===== src/rtl/prot_gate.sv =====
module prot_gate #(
  parameter int KEY_W = 8,
  parameter logic [KEY_W-1:0] KEY_IO  = 8'hD8,
  parameter logic [KEY_W-1:0] KEY_PGM = 8'h9D,
  parameter int WIN_CYC = 4
) (
  input  logic             clk,
  input  logic             rst_n,
  input  logic             key_we,
  input  logic [KEY_W-1:0] key_wdata,
  input  logic             prot_wr_req,
  input  logic             lock_wr_req,
  input  logic             lock_wr_val,
  input  logic             pgm_req,
  input  logic             irq_in,
  output logic             prot_wr_en,
  output logic             pgm_en,
  output logic             irq_out,
  output logic             pgm_locked
);

  localparam int CNT_W = $clog2(WIN_CYC + 1);
  localparam logic [CNT_W-1:0] CNT_LOAD = CNT_W'(WIN_CYC);

  logic [CNT_W-1:0] win_cnt;
  logic             win_pgm;
  logic             win_open, key_io, key_pgm, key_hit, lock_set, accepted;

  assign win_open = (win_cnt != '0);
  assign key_io   = key_we && (key_wdata == KEY_IO);
  assign key_pgm  = key_we && (key_wdata == KEY_PGM);
  assign key_hit  = key_io || key_pgm;

  assign prot_wr_en = prot_wr_req && win_open && !win_pgm;
  assign lock_set   = lock_wr_req && lock_wr_val && win_open && !win_pgm;
  assign pgm_en     = pgm_req && win_open && win_pgm && !pgm_locked;
  assign accepted   = prot_wr_en || lock_set || pgm_en;
  assign irq_out    = irq_in && !win_open;

  always_ff @(posedge clk or negedge rst_n) begin
    if (!rst_n) begin
      win_cnt <= '0;
      win_pgm <= 1'b0;
    end else if (key_hit) begin
      win_cnt <= CNT_LOAD;
      win_pgm <= key_pgm;
    end else if (accepted) begin
      win_cnt <= '0;
    end else if (win_open) begin
      win_cnt <= win_cnt - CNT_W'(1);
    end
  end

  always_ff @(posedge clk or negedge rst_n) begin
    if (!rst_n)        pgm_locked <= 1'b0;
    else if (lock_set) pgm_locked <= 1'b1;
  end

  AST_IRQ_MASKED: assert property (@(posedge clk) disable iff (!rst_n)
    win_open |-> !irq_out);

  AST_LOCK_STICKY: assert property (@(posedge clk) disable iff (!rst_n)
    pgm_locked |=> pgm_locked);

  AST_NO_PGM_WHEN_LOCKED: assert property (@(posedge clk) disable iff (!rst_n)
    pgm_locked |-> !pgm_en);

  AST_CLOSE_ON_USE: assert property (@(posedge clk) disable iff (!rst_n)
    (accepted && !key_hit) |=> !win_open);

  AST_KEY_RELOAD: assert property (@(posedge clk) disable iff (!rst_n)
    key_hit |=> (win_cnt == CNT_LOAD));

  AST_WIN_COUNTDOWN: assert property (@(posedge clk) disable iff (!rst_n)
    (win_open && !key_hit && !accepted) |=> (win_cnt == $past(win_cnt) - CNT_W'(1)));

  AST_GRANT_EXCLUSIVE: assert property (@(posedge clk) disable iff (!rst_n)
    !(prot_wr_en && pgm_en));

endmodule


===== config.mk =====
export PLATFORM = sky130hd
export DESIGN_NAME = prot_gate
export DESIGN_NICKNAME = d
export VERILOG_FILES = /design/src/rtl/prot_gate.sv
export SDC_FILE = /design/constraint.sdc
export NUM_CORES = 1
export LEC_CHECK = 0
export ABC_AREA = 0
export BUFFER_PORTS_ARGS = -buffer_cell sky130_fd_sc_hd__buf_2
export CAP_MARGIN = 10
export CORE_AREA = 2 2 39 41
export CTS_BUF_LIST = sky130_fd_sc_hd__clkbuf_4
export DETAILED_ROUTE_END_ITERATION = 10
export DIE_AREA = 0 0 41 43
export MAX_ROUTING_LAYER = met4
export SYNTH_ARGS = -nofsm -noshare
export SYNTH_HDL_FRONTEND = slang
export SYNTH_SLANG_ARGS = --single-unit

===== constraint.sdc =====
create_clock -name clk -period 2.98 [get_ports clk]
set_clock_uncertainty 0.1 [all_clocks]
set_input_delay 0.447 -clock clk [delete_from_list [all_inputs] [get_ports clk]]
set_output_delay 0.447 -clock clk [all_outputs]
set_load 0.01 [all_outputs]

==> flow_metrics.tcl <==
set metrics [dict create \
    worst_setup_path_end_kind "primary output" \
    p_per_area_nw_per_um2 708 \
    h-tree-depth 1 \
    path_depth 6 \
    fin_crit_sh_pct 70.0 \
    r2r_end "pgm_locked$_DFFE_PN0P_" \
    reg2reg_depth 5 \
    core_area_um2 1380 \
    route.met3.wl_um 59 \
    grt_pass1_wl_um 1140 \
    cts_tree "built" \
    slowest_stage "dfrtp_1" \
    synth_area_um2 360 \
    drive_above_1_share_pct 42.6 \
    r2r_slack_ns 1.51 \
    fill_cells 153 \
    crit_fanout 5 \
    arrival_ns 1.54 \
    vias 350 \
    antenna_found_initial 0 \
    slew_violations 0 \
    cts.path.max_buffers 2 \
    rsz0062_at_grt "no" \
    max-slew-margin-rel_pct 78.2 \
    row_count 14 \
    dieArea_um2 1760 \
    ir_drop_mv 0.192 \
    synth_area_leaders "dfrtp_1 35%, a2111oi_4 7.6%, o2111ai_1 7.3%, ha_1 6.9%, a21oi_1 4.2%" \
    hp-start "lock_wr_val" \
    cp.required_ns 2.43 \
    syn_area_per_cell_um2 9.74 \
    hold_class "primary input to register" \
    cts-buffers-inserted 3 \
    fmax_mhz 480 \
    finalWirelength_um 711 \
    cts.reportedPaths.clkPinSlew_ns 0.04 \
    synth_fp_nets 55 \
    critPathKind "register to primary output" \
    dr.max_layer_used "met3" \
    grt_max_degree 8 \
    r2r_start "win_cnt[0]$_DFFE_PN0P_" \
    finalHoldViolCount 0 \
    place_ws_ns 1.16 \
    whs_path_depth 2 \
    diodes 0 \
    syn_inst 37 \
    outcome "finished, final reports clean" \
    yosys.area.top_type "dfrtp_1" \
    dp_hpwl_um 590 \
    track_usage_pct 10.3 \
    wire_per_inst_um 9.23 \
    ant_nets 0 \
    setup_slack_ns 0.895 \
    hold_end "pgm_locked$_DFFE_PN0P_" \
    grt-ovfl-total 0 \
    die_x_um 41 \
    cts_resized 0 \
    syn2layout_area_growth_pct 43.1 \
    nNetsFinal 80 \
    drv_cap 0 \
    die_height_um 43 \
    wl_met1_um 326 \
    ys_seq_elements 5 \
    power_leakage_nw 0.246 \
    place_congestion 0.721 \
    finalSetupViolCount 0 \
    cpPeakStageDelay_ns 0.36 \
    path_cells "inv_1, ha_1, nor2b_1, nor2_1, and2_1, buf_2" \
    drt_first_pass_iters 4 \
    root_buffer "clkbuf_4" \
    route.met2.wl_um 325 \
    grt_pass1_vias 321 \
    critPathLaunchType "register" \
    synth_top_area_share_pct 34.7 \
    viasPerCell 4.55 \
    synth_cell_type_count 20 \
    crit_family "simple AND/OR/NAND/NOR gates" \
    tns_ns 0 \
    path_buf_inv 2 \
    ios 20 \
    ys_warn_count 0 \
    port_buffers 19 \
    drtIter0Drc 3 \
    start_util_pct 26.0 \
    clkSinkCount 5 \
    ys_seq_area_share_pct 34.7 \
    tightest_slew_ns 0.326 \
    post-route-min-period_ns 2.08 \
    drc 0 \
    clk_latency_ns 0.24 \
]
==> state kept, by name, summed over array words and instances (netlist names) <==
name        cells
pgm_locked      1
win_cnt         3
win_pgm         1
==> worst max-delay path by stage <==
stage                                 from         end  slack, ns
finish              win_cnt[0]$_DFFE_PN0P_  prot_wr_en       0.90
global route        win_cnt[0]$_DFFE_PN0P_  prot_wr_en       0.78
CTS                 win_cnt[0]$_DFFE_PN0P_  prot_wr_en       0.89
detailed placement  win_cnt[0]$_DFFE_PN0P_  prot_wr_en       1.16
global placement    win_cnt[0]$_DFFE_PN0P_  prot_wr_en       1.19
floorplan           win_cnt[0]$_DFFE_PN0P_  prot_wr_en       1.36
==> where the power goes <==
part / switching, mW / internal (mW)
Clock: 0.0258 / 0.0596
Sequential: 0.0142 / 0.0959
Combinational: 0.0867 / 0.0826
Total: 0.127 / 0.238
==> worst register-to-register path, cell delays in order, from the launching register on <==
cell and delay (ns):
dfrtp_1 0.36, inv_1 0.09, ha_1 0.15, nor2b_1 0.30, nor2_1 0.09, a31o_2 0.25
==> Yosys cell counts <==
master	number
dfrtp_1	5
a21oi_1	3
inv_1	3
nand2_1	3
o2111ai_1	3
and2_1	2
ha_1	2
nand3b_1	2
nor2_1	2
or2b_1	2
a2111oi_4	1
a31o_2	1
nand2b_1	1
nand3_1	1
nand4_1	1
nor2b_1	1
o41ai_1	1
or3b_4	1
or4_1	1
xor2_1	1
==> per-stage QoR <==
step	hold slack (ns)	instances	power, mW	utilization [%]	cell area (um2)
after floorplan	0.0514	37	0.234	-	360
after global placement	0.164	72	0.280	34.4	475
after detailed placement	0.164	72	0.281	34.4	475
after CTS	0.354	77	0.372	37.3	515
after global routing	0.367	77	0.408	37.3	515
final	0.360	77	0.365	37.3	515
==> layer usage <==
metal  GRT usage [%]  vias up
met2            14.7       15
met1            10.2      150
met3            4.71        0
li1                -      185
met5               -        -
met4            8.00        0
==> cell type report <==
cell class                      count  area, um2  area share [%]
Inverter                            3       11.3            2.18
Clock buffer                        4       30.0            5.83
Tap cell                           16       20.0            3.88
Sequential cell                     5        125            24.3
Multi-Input combinational cell     29        224            43.4
Timing Repair Buffer               20        105            20.4
==> kinds of logic (layout without fill, tap and decap cells) <==
kind of cell	after synthesis	after routing	synth area share [%]
AOI/OAI and AO/OA	9	9	24.0
DFF	5	5	34.7
buffers and inverters	3	27	3.12
and+or+nand+nor	17	17	28.8
adders and majority gates	2	2	6.94
xor gates and xnor gates	1	1	2.43
==> cells in the final DEF (no fill, tap or decap) <==
master          n
inv_1           3
o2111ai_1       3
nor2b_1         1
nand3_1         1
nand4_1         1
dfrtp_1         5
xor2_1          1
ha_1            2
a21oi_1         3
or3b_4          1
a2111oi_4       1
nor2_1          2
or2b_1          2
o41ai_1         1
buf_2          19
dlygate4sd3_1   1
and2_1          2
nand2_1         3
nand2b_1        1
clkbuf_4        4
a31o_2          1
nand3b_1        2
or4_1           1
==> timing repair <==
action	4_1_cts	5_1_grt
setup endpoints to repair	0	0
hold endpoints to repair	5	0
buffers inserted	0	0
hold buffers	1	0
Note: power is estimated with default switching activity, not from simulation.
